$ cat src/rtl/pwenc_pkg.sv
package pwenc_pkg;

    localparam int DATA_BYTES  = 8;
    localparam int FRAME_BYTES = DATA_BYTES + 6;
    localparam int IDX_W       = $clog2(FRAME_BYTES);

    localparam logic [7:0]  HDR_KEY   = 8'hBB;
    localparam logic [7:0]  HDR_PASS  = 8'hEB;
    localparam logic [7:0]  TRL_LO    = 8'h00;
    localparam logic [7:0]  TRL_HI    = 8'h03;
    localparam logic [15:0] CRC_RPOLY = 16'h8408;

    typedef enum logic [2:0] {
        S_IDLE,
        S_CRC,
        S_CHARGE,
        S_GAP,
        S_MARK,
        S_HOLD,
        S_DONE
    } pw_state_e;

    // One byte through the right-shifting CRC-16 form.
    function automatic logic [15:0] crc16_byte(input logic [15:0] crc_i, input logic [7:0] b);
        logic [15:0] c;
        c = crc_i ^ {8'h00, b};
        for (int k = 0; k < 8; k++) begin
            c = c[0] ? ((c >> 1) ^ CRC_RPOLY) : (c >> 1);
        end
        return c;
    endfunction

endpackage

$ cat src/rtl/pwenc_timer.sv
module pwenc_timer #(
    parameter int W = 8
) (
    input  logic         clk,
    input  logic         rst_n,
    input  logic         clr,
    output logic [W-1:0] cnt
);
    always_ff @(posedge clk or negedge rst_n) begin
        if (!rst_n)   cnt <= '0;
        else if (clr) cnt <= '0;
        else          cnt <= cnt + 1'b1;
    end
endmodule

$ cat src/rtl/pwenc_crc16.sv
module pwenc_crc16 import pwenc_pkg::*; (
    input  logic        clk,
    input  logic        rst_n,
    input  logic        clr,
    input  logic        en,
    input  logic [7:0]  din,
    output logic [15:0] crc
);
    always_ff @(posedge clk or negedge rst_n) begin
        if (!rst_n)   crc <= '0;
        else if (clr) crc <= '0;
        else if (en)  crc <= crc16_byte(crc, din);
    end
endmodule

$ cat src/rtl/pwenc_frame_byte.sv
module pwenc_frame_byte import pwenc_pkg::*; (
    input  logic [8*DATA_BYTES-1:0] data,
    input  logic [15:0]             chk,
    input  logic [IDX_W-1:0]        idx,
    output logic [7:0]              byte_o
);
    logic [7:0] tbl [FRAME_BYTES];

    assign tbl[0] = HDR_KEY;
    assign tbl[1] = HDR_PASS;
    for (genvar i = 0; i < DATA_BYTES; i++) begin : g_data
        assign tbl[2+i] = data[8*i +: 8];
    end
    assign tbl[DATA_BYTES+2] = chk[7:0];
    assign tbl[DATA_BYTES+3] = chk[15:8];
    assign tbl[DATA_BYTES+4] = TRL_LO;
    assign tbl[DATA_BYTES+5] = TRL_HI;

    always_comb begin
        byte_o = '0;
        for (int i = 0; i < FRAME_BYTES; i++) begin
            if (idx == IDX_W'(i)) byte_o = tbl[i];
        end
    end
endmodule

$ cat src/rtl/pw_write_encoder.sv
module pw_write_encoder import pwenc_pkg::*; #(
    parameter int CLK_HZ = 24_000_000
) (
    input  logic                    clk,
    input  logic                    rst_n,
    input  logic                    start,
    input  logic [8*DATA_BYTES-1:0] data_in,
    input  logic [15:0]             chk_in,
    output logic                    mod_out,
    output logic                    busy,
    output logic                    done
);
    localparam longint HZ           = CLK_HZ;
    localparam int     CYC_CHARGE   = int'(HZ * 50 / 1000);
    localparam int     CYC_HOLD     = int'(HZ * 50 / 1000);
    localparam int     CYC_ONE_GAP  = int'(HZ / 1000);
    localparam int     CYC_ZERO_GAP = int'(HZ * 3 / 10000);
    localparam int     CYC_SLOT     = int'(HZ * 2 / 1000);
    localparam int     TW           = $clog2(CYC_CHARGE + 1);
    localparam int     BW           = $clog2(8);

    pw_state_e st, st_nx;

    logic [TW-1:0]           tmr_cnt;
    logic                    tmr_clr;
    logic [TW-1:0]           dur_m1;
    logic                    tmr_last;
    logic [8*DATA_BYTES-1:0] data_q;
    logic [15:0]             chk_q;
    logic                    use_crc_q;
    logic [15:0]             crc_val;
    logic [15:0]             chk_sel;
    logic [IDX_W-1:0]        byte_idx;
    logic [BW-1:0]           bit_idx;
    logic [7:0]              cur_byte;
    logic                    cur_bit;
    logic                    last_bit;
    logic                    accept;

    assign accept   = (st == S_IDLE) && start;
    assign chk_sel  = use_crc_q ? crc_val : chk_q;
    assign cur_bit  = cur_byte[bit_idx];
    assign last_bit = (byte_idx == IDX_W'(FRAME_BYTES - 1)) && (bit_idx == BW'(7));
    assign tmr_last = (tmr_cnt == dur_m1);
    assign tmr_clr  = (st_nx != st) || (st == S_IDLE);

    pwenc_timer #(.W(TW)) u_timer (
        .clk   (clk),
        .rst_n (rst_n),
        .clr   (tmr_clr),
        .cnt   (tmr_cnt)
    );

    pwenc_crc16 u_crc (
        .clk   (clk),
        .rst_n (rst_n),
        .clr   (accept),
        .en    (st == S_CRC),
        .din   (data_q[{tmr_cnt[2:0], 3'b000} +: 8]),
        .crc   (crc_val)
    );

    pwenc_frame_byte u_fbyte (
        .data   (data_q),
        .chk    (chk_sel),
        .idx    (byte_idx),
        .byte_o (cur_byte)
    );

    // Duration of the current state, minus one.
    always_comb begin
        unique case (st)
            S_CRC:    dur_m1 = TW'(DATA_BYTES - 1);
            S_CHARGE: dur_m1 = TW'(CYC_CHARGE - 1);
            S_GAP:    dur_m1 = cur_bit ? TW'(CYC_ONE_GAP - 1) : TW'(CYC_ZERO_GAP - 1);
            S_MARK:   dur_m1 = cur_bit ? TW'(CYC_SLOT - CYC_ONE_GAP - 1)
                                       : TW'(CYC_SLOT - CYC_ZERO_GAP - 1);
            S_HOLD:   dur_m1 = TW'(CYC_HOLD - 1);
            default:  dur_m1 = '0;
        endcase
    end

    // Next-state logic.
    always_comb begin
        st_nx = st;
        unique case (st)
            S_IDLE:   if (start)    st_nx = (chk_in == '0) ? S_CRC : S_CHARGE;
            S_CRC:    if (tmr_last) st_nx = S_CHARGE;
            S_CHARGE: if (tmr_last) st_nx = S_GAP;
            S_GAP:    if (tmr_last) st_nx = S_MARK;
            S_MARK:   if (tmr_last) st_nx = last_bit ? S_HOLD : S_GAP;
            S_HOLD:   if (tmr_last) st_nx = S_DONE;
            S_DONE:                 st_nx = S_IDLE;
            default:                st_nx = S_IDLE;
        endcase
    end

    // State register.
    always_ff @(posedge clk or negedge rst_n) begin
        if (!rst_n) st <= S_IDLE;
        else        st <= st_nx;
    end

    // Captured inputs and frame position.
    always_ff @(posedge clk or negedge rst_n) begin
        if (!rst_n) begin
            data_q    <= '0;
            chk_q     <= '0;
            use_crc_q <= 1'b0;
            byte_idx  <= '0;
            bit_idx   <= '0;
        end else if (accept) begin
            data_q    <= data_in;
            chk_q     <= chk_in;
            use_crc_q <= (chk_in == '0);
            byte_idx  <= '0;
            bit_idx   <= '0;
        end else if (st == S_MARK && tmr_last && !last_bit) begin
            bit_idx <= bit_idx + 1'b1;
            if (bit_idx == BW'(7)) byte_idx <= byte_idx + 1'b1;
        end
    end

    // Outputs.
    always_comb begin
        mod_out = (st != S_GAP);
        busy    = (st != S_IDLE);
        done    = (st == S_DONE);
    end

endmodule

$ cat config.mk
export PLATFORM = sky130hd
export DESIGN_NAME = pw_write_encoder
export DESIGN_NICKNAME = d
export VERILOG_FILES = /design/src/rtl/pwenc_pkg.sv /design/src/rtl/pwenc_timer.sv /design/src/rtl/pwenc_crc16.sv /design/src/rtl/pwenc_frame_byte.sv /design/src/rtl/pw_write_encoder.sv
export SDC_FILE = /design/constraint.sdc
export NUM_CORES = 1
export LEC_CHECK = 0
export ABC_AREA = 1
export BUFFER_PORTS_ARGS = -buffer_cell sky130_fd_sc_hd__buf_2
export CAP_MARGIN = 0
export CORE_ASPECT_RATIO = 1.1
export CORE_UTILIZATION = 55
export DETAILED_ROUTE_END_ITERATION = 12
export PLACE_DENSITY_LB_ADDON = 0.25
export SLEW_MARGIN = 20
export SYNTH_ARGS = -nofsm -noshare
export SYNTH_HDL_FRONTEND = slang
export SYNTH_SLANG_ARGS = --single-unit
$ cat constraint.sdc
create_clock -name clk -period 8.25 [get_ports clk]
set_input_delay 0.4125 -clock clk [delete_from_list [all_inputs] [get_ports clk]]
set_output_delay 0.4125 -clock clk [all_outputs]
set_load 0.01 [all_outputs]
## Word level (Yosys, flattened, before mapping)

Index checks and enable logic that the tools add are counted.

| word-level totals | value |
|---|---|
| logic and storage cells | 105 |
| register bits | 128 |
| input bits | 83 |
| output and inout bits | 3 |

| cells by class | value |
|---|---|
| bitwise gates (word level) | 9 |
| shift operators | 1 |
| muxes and demuxes | 45 |
| magnitude comparators | 1 |
| reductions and logical operators | 15 |
| equal/unequal tests | 23 |
| $add $sub $neg | 3 |

Operator list:

| kind | number |
|---|---|
| 16-bit 2-to-1 mux | 12 |
| 8-bit 2-to-1 mux | 14 |
| 21-bit one-hot mux with 4 select lines | 1 |
| 64-bit by 7-bit variable part select with 8-bit output | 1 |
| 3-bit 2-to-1 mux | 9 |
| 4-bit equality test (second input constant) | 6 |
| 2-bit inverter with 3-bit output | 8 |
| 21-bit by 1-bit adder with 21-bit output (second input constant) | 1 |
| 21-bit equality test | 1 |
| 21-bit 2-to-1 mux | 1 |
| 3-bit one-hot mux with 6 select lines | 1 |
| 4-bit by 3-bit equality test with 1-bit output (second input constant) | 4 |
| 16-bit logical NOT | 1 |
| 16-bit by 8-bit bitwise XOR with 16-bit output | 1 |
| 15-bit 2-to-1 mux | 1 |
| 3-bit equality test (second input constant) | 4 |
| 4-bit 2-to-1 mux | 3 |
| 4-bit by 2-bit equality test with 1-bit output (second input constant) | 2 |
| 3-bit by 2-bit equality test with 1-bit output (second input constant) | 2 |
| 2-bit nonzero test | 3 |
| 4-bit by 1-bit adder with 4-bit output (second input constant) | 1 |
| 4-bit by 1-bit equality test with 1-bit output (second input constant) | 1 |
| 1-bit logical AND | 4 |
| 4-bit logical NOT | 1 |
| 14 further kinds | 14 |

## Logic depth before layout (Yosys ltp)

| depth | value |
|---|---|
| depth in word-level cells | 25 |
| gate-level depth with buffers | 37 |
| mapped depth without buffers | 35 |

## By module

A second synthesis with hierarchy kept.

| second synthesis, totals | value |
|---|---|
| cell total of the unflattened synthesis | 1191 |
| area, all modules | 7976.4 µm² |

Modules (own cells, without submodules):

| module | cells each | times used | seq. area each (µm²) | area each (µm²) |
|---|---|---|---|---|
| pw_write_encoder | 670 | 1 | 2277.2 | 4813.4 |
| pwenc_timer | 164 | 1 | 525.5 | 1182.4 |
| pwenc_crc16 | 171 | 1 | 400.4 | 1086.0 |
| pwenc_frame_byte | 186 | 1 | 0.0 | 894.6 |

## Least setup slack after synthesis

OpenSTA, ideal clock, no wires.

| timing | value |
|---|---|
| path type | reg2reg |
| start | register byte_idx[0] |
| end | register u_timer.cnt[0] |
| setup time | 0.131 ns |
| arrival | 2.960 ns |
| buffers on the path | 2 |
| data required time | 8.119 ns |
| stages on the path, launching flop included | 37 |
| period minus slack after synthesis | 3.090 ns |
| slack | 5.160 ns |
| cell sequence | dfrtp_1 inv_1 ha_1 buf_2 inv_2 nand2_1 nand2_1 nand2_1 nand3_1 nand2_1 nand2_1 nand2_1 nand2_1 nand2_1 nand2_1 nand2_1 nand2_1 nand2_1 nand2_1 nand3_1 nand2_1 nand2_1 nand2_2 nand2_2 nand2_2 nand2_1 nand2_1 nand2_1 nor2_4 nand4_2 nand2_1 inv_2 nand2_2 nand2_1 nand3_2 buf_6 nor3_2 |

| between the ends | value |
|---|---|
| cells in the longest elaborated chain, start to end | 25 |
| elaborated cells between the ends (all ways) | 45 |
| classes of those cells | eq/ne (15); mux (27); reduce/logical (3) |

Ends and longest elaborated chain:

| what | line | source |
|---|---|---|
| start: declaration | pw_write_encoder.sv:33 | `logic [IDX_W-1:0] byte_idx;` |
| start signal: assignment | pw_write_encoder.sv:120 | `if (bit_idx == BW'(7)) byte_idx <= byte_idx + 1'b1;` |
| 4-bit logical NOT | pwenc_frame_byte.sv:22 | `if (idx == IDX_W'(i)) byte_o = tbl[i];` |
| 8-bit 2-to-1 mux (14 in a row) | pwenc_frame_byte.sv:22 |  |
| 1-bit binary-select mux with 3-bit select | pw_write_encoder.sv:42 | `assign cur_bit = cur_byte[bit_idx];` |
| 1-bit 2-to-1 mux (not written as such) | pw_write_encoder.sv:42 |  |
| 16-bit 2-to-1 mux or 15-bit 2-to-1 mux (tied branches) | pw_write_encoder.sv:76, pw_write_encoder.sv:75 |  |
| 21-bit one-hot mux with 4 select lines | pw_write_encoder.sv:72 | `unique case (st)` |
| 21-bit equality test | pw_write_encoder.sv:44 | `assign tmr_last = (tmr_cnt == dur_m1);` |
| 3-bit 2-to-1 mux, on equally long branches | - |  |
| 3-bit one-hot mux with 6 select lines * | pw_write_encoder.sv:86 | `unique case (st)` |
| net st_nx[1] | pw_write_encoder.sv:22 | `pw_state_e st, st_nx;` |
| 3-bit inequality test * | pw_write_encoder.sv:45 | `assign tmr_clr = (st_nx != st) \|\| (st == S_IDLE);` |
| 1-bit logical OR * | pw_write_encoder.sv:45 |  |
| 21-bit 2-to-1 mux * | pwenc_timer.sv:11 | `else if (clr) cnt <= '0;` |
| end signal: assignment | pwenc_timer.sv:12 | `else cnt <= cnt + 1'b1;` |
| end: declaration | pwenc_timer.sv:7 | `output logic [W-1:0] cnt` |

The timed path passes the listed nets; every way through them passes the cells marked *. The select of a mux whose other input is x is not followed.
A chain may end at the register's enable or synchronous reset.

## Final worst setup path

| timing | value |
|---|---|
| start | register byte_idx[0] |
| end | register u_timer.cnt[20] |

| between the ends | value |
|---|---|
| cells in the longest elaborated chain, start to end | 25 |
| elaborated cells between the ends (all ways) | 45 |
| classes of those cells | eq/ne (15); mux (27); reduce/logical (3) |

Ends and longest elaborated chain:

| what | line |
|---|---|
| 4-bit logical NOT | pwenc_frame_byte.sv:22 |
| 8-bit 2-to-1 mux (14 in a row) | pwenc_frame_byte.sv:22 |
| 1-bit binary-select mux with 3-bit select | pw_write_encoder.sv:42 |
| 1-bit 2-to-1 mux (not written as such) | pw_write_encoder.sv:42 |
| 16-bit 2-to-1 mux or 15-bit 2-to-1 mux (tied branches) | pw_write_encoder.sv:76, pw_write_encoder.sv:75 |
| 21-bit one-hot mux with 4 select lines | pw_write_encoder.sv:72 |
| 21-bit equality test | pw_write_encoder.sv:44 |
| 3-bit 2-to-1 mux, on equally long branches | - |
| 3-bit one-hot mux with 6 select lines * | pw_write_encoder.sv:86 |
| 3-bit inequality test * | pw_write_encoder.sv:45 |
| 1-bit logical OR * | pw_write_encoder.sv:45 |
| 21-bit 2-to-1 mux * | pwenc_timer.sv:11 |

Mark *: on every way between the ends. The rest lies on a longest branch, timed or not. The select of a mux whose other input is x is not followed.

==> results.cfg <==
[status]
status = complete, no violations

[worst_setup_path]
cp-start-kind = register
r2r_slack_ns = 4.00
end_kind = register
path_class = register to register
reg2reg_to = u_timer.cnt[20]
crit_required_ns = 8.58
crit_fanout = 21
cpPeakStageDelay_ns = 0.49
crit_path_top_delay_cell = nand3_2
crit_top_cell = nand2_1
rr_worst_depth = 32
critPathArrivalTime_ns = 4.58
r2r-start = byte_idx[0]

[grt]
grt_pass1_vias = 6879
overflow = 0
grt_max_degree = 119
grt_pass1_wl_mm = 33.8
antenna_found_initial = 0
grt_util_all_layers = 0.299

[timing]
hold_viol_final = 0
grt_setup_unrepaired = no
fin_crit_ns = 4.25
worst_pin_slew_ns = 1.03
drv_slew = 0
timing.final.crit_share = 0.515
setup_tns_ns = 0
fin_skew_ns = 0.0133
setup_viol = 0
fmax_mhz = 235
max_slew_margin = 0.310

[logic_synthesis]
yosysMostFrequentCell = nand2_1
yosysSeqAreaShare = 0.405
synth_top_area_cell = dfrtp_1
synthArstFlopShare = 1.00
ys_warn_count = 0
netlist.area_leader.share = 0.405
synth_commonest_cells = nand2_1 (298), inv_1 (144), o21ai_0 (136)
yosysUniqueCellTypes = 41
synthesis.area_um2 = 7910
synth_edf_count = 0
synthCells = 1104
ys_ff_latch = 128
syn_avg_cell_area_um2 = 7.16
synth_area_leaders = dfrtp_1 (41%), nand2_1 (14%), o21ai_0 (8.6%)
syn-num-nets = 1194
synth_flop_cell = dfrtp_1

[power_and_ir_drop]
p_leak_uw = 0.00448
ir_drop_v = 0.000132
power_frac_seq = 0.449
p_switching_uw = 298
power.density_nw_per_um2 = 156
switching_share = 0.213
pwr-share-comb = 0.023
power.internal_uw = 1100
p_clk_frac = 0.528

[route]
vias = 7328
dr.first_iter.drc_count = 554
avgRoutedWirePerCell_um = 15.2
routed_via_density = 5.36
drtAntennaViolNets = 0
routed_wl_mm = 20.8
drc = 0
drtPass1Iterations = 5

[run]
drv_cap = 0

[hold_path]
hp-class = input pin to async pin

[final_layout]
synthToLayoutAreaGrowth_pct = 13.1
drive_gt1_frac = 0.171
num_antenna_cells = 0
nets = 1257
instances_no_fill = 1368

[floorplanning]
core-area_um2 = 13900
die_w_um = 116
die_area_um2 = 14900
initial_core_util = 0.568
die_h_um = 128
design.portCount = 86
fp-row-count = 45

[placement]
hpwlAfterDp_mm = 15.0
globalplace.congestion = 0.962
dp_cells = 1336
io_buffers = 85

[clock_network]
cts_made_buffers = 17
cts.clk_slew.worst_paths_ns = 0.05
htree_num_levels = 4
cts_root_buf = clkbuf_16
postCtsHoldBufs = 0
cts_num_sinks = 128
cts_tree = built
ctsResizeCount = 0
cts_setup_buffers = 0
clk_latency_ns = 0.44
cts_buffer_depth = 2
-- cells by family after synthesis --
logic type	synth area share
compound gates	0.149
fa+ha+maj	0.0111
xor+xnor	0.0277
flops	0.405
buf+inv	0.115
simple gates	0.292
-- layout by cell type, fill, tap and decap left out, drive strengths merged, types with 3 or more instances in the layout --
master / instances
ha: 7
nand3b: 3
o22ai: 13
nand3: 82
dfrtp: 128
nand2: 310
nor3: 30
nor4: 3
clkinv: 9
o211ai: 3
a31oi: 8
a21oi: 55
clkinvlp: 3
buf: 90
inv: 172
clkbuf: 22
nand4: 6
xor2: 23
o21ai: 140
nor2: 60
-- worst max-delay path: cells and delay by family, from the launching register on --
family	cells	cell delay [ns]
buffers and inverters	3	0.30
and+or+nand+nor	28	3.01
DFF	1	0.41
adders and majority gates	1	0.40
-- stage by stage --
step	utilization	setup WS (ns)	hold slack [ns]	cell area (um2)	power, uW
after floorplan	-	5.16	0.117	7910	640
after global placement	0.602	4.12	0.458	8370	672
after detailed placement	0.602	4.04	0.464	8370	672
after CTS	0.643	4.03	0.175	8940	1400
after global routing	0.643	3.55	0.191	8940	1440
final	0.643	4.00	0.131	8940	1400
-- how the worst max path moves through the flow --
stage / depth (start not counted) / slack (ns) / to / start
5_1_grt: 34 / 3.55 / u_timer.cnt[20] / byte_idx[0]
6_report: 32 / 4.00 / u_timer.cnt[20] / byte_idx[0]
3_5_place_dp: 32 / 4.04 / u_timer.cnt[20] / byte_idx[0]
2_1_floorplan: 36 / 5.16 / u_timer.cnt[0] / byte_idx[0]
4_1_cts: 32 / 4.03 / u_timer.cnt[20] / byte_idx[0]
3_3_place_gp: 32 / 4.12 / u_timer.cnt[20] / byte_idx[0]
-- flip-flops by register name, indices dropped and copies added (netlist names) --
name,cells
byte_idx,4
data_q,64
st,3
use_crc_q,1
u_crc.crc,16
bit_idx,3
u_timer.cnt,21
chk_q,16
-- cell type report --
| class | instances | area [um2] |
|---|---|---|
| fillers | 1281 | 4970 |
| multi-input cells | 754 | 3790 |
| flip-flops and latches | 128 | 3200 |
| inverters | 176 | 667 |
| repair buffers | 90 | 465 |
| clock buffers | 22 | 464 |
| well taps | 188 | 235 |
| clock inverters | 10 | 111 |
-- layer usage --
layer	track usage	wire length (um)
met4	0.133	641
met2	0.481	9790
met1	0.390	9090
met5	0	0
met3	0.0591	1230
-- power groups by stage --
| stage | clock [uW] | sequential (uW) | combinational, uW |
|---|---|---|---|
| after CTS | 743 | 628 | 33.3 |
| after detailed placement | 0 | 639 | 33.2 |
| after global placement | 0 | 639 | 32.8 |
| after floorplan | 0 | 639 | 0.355 |
| after global routing | 771 | 628 | 37.5 |
| final | 738 | 628 | 32.1 |
(Power assumes the default switching activity.)
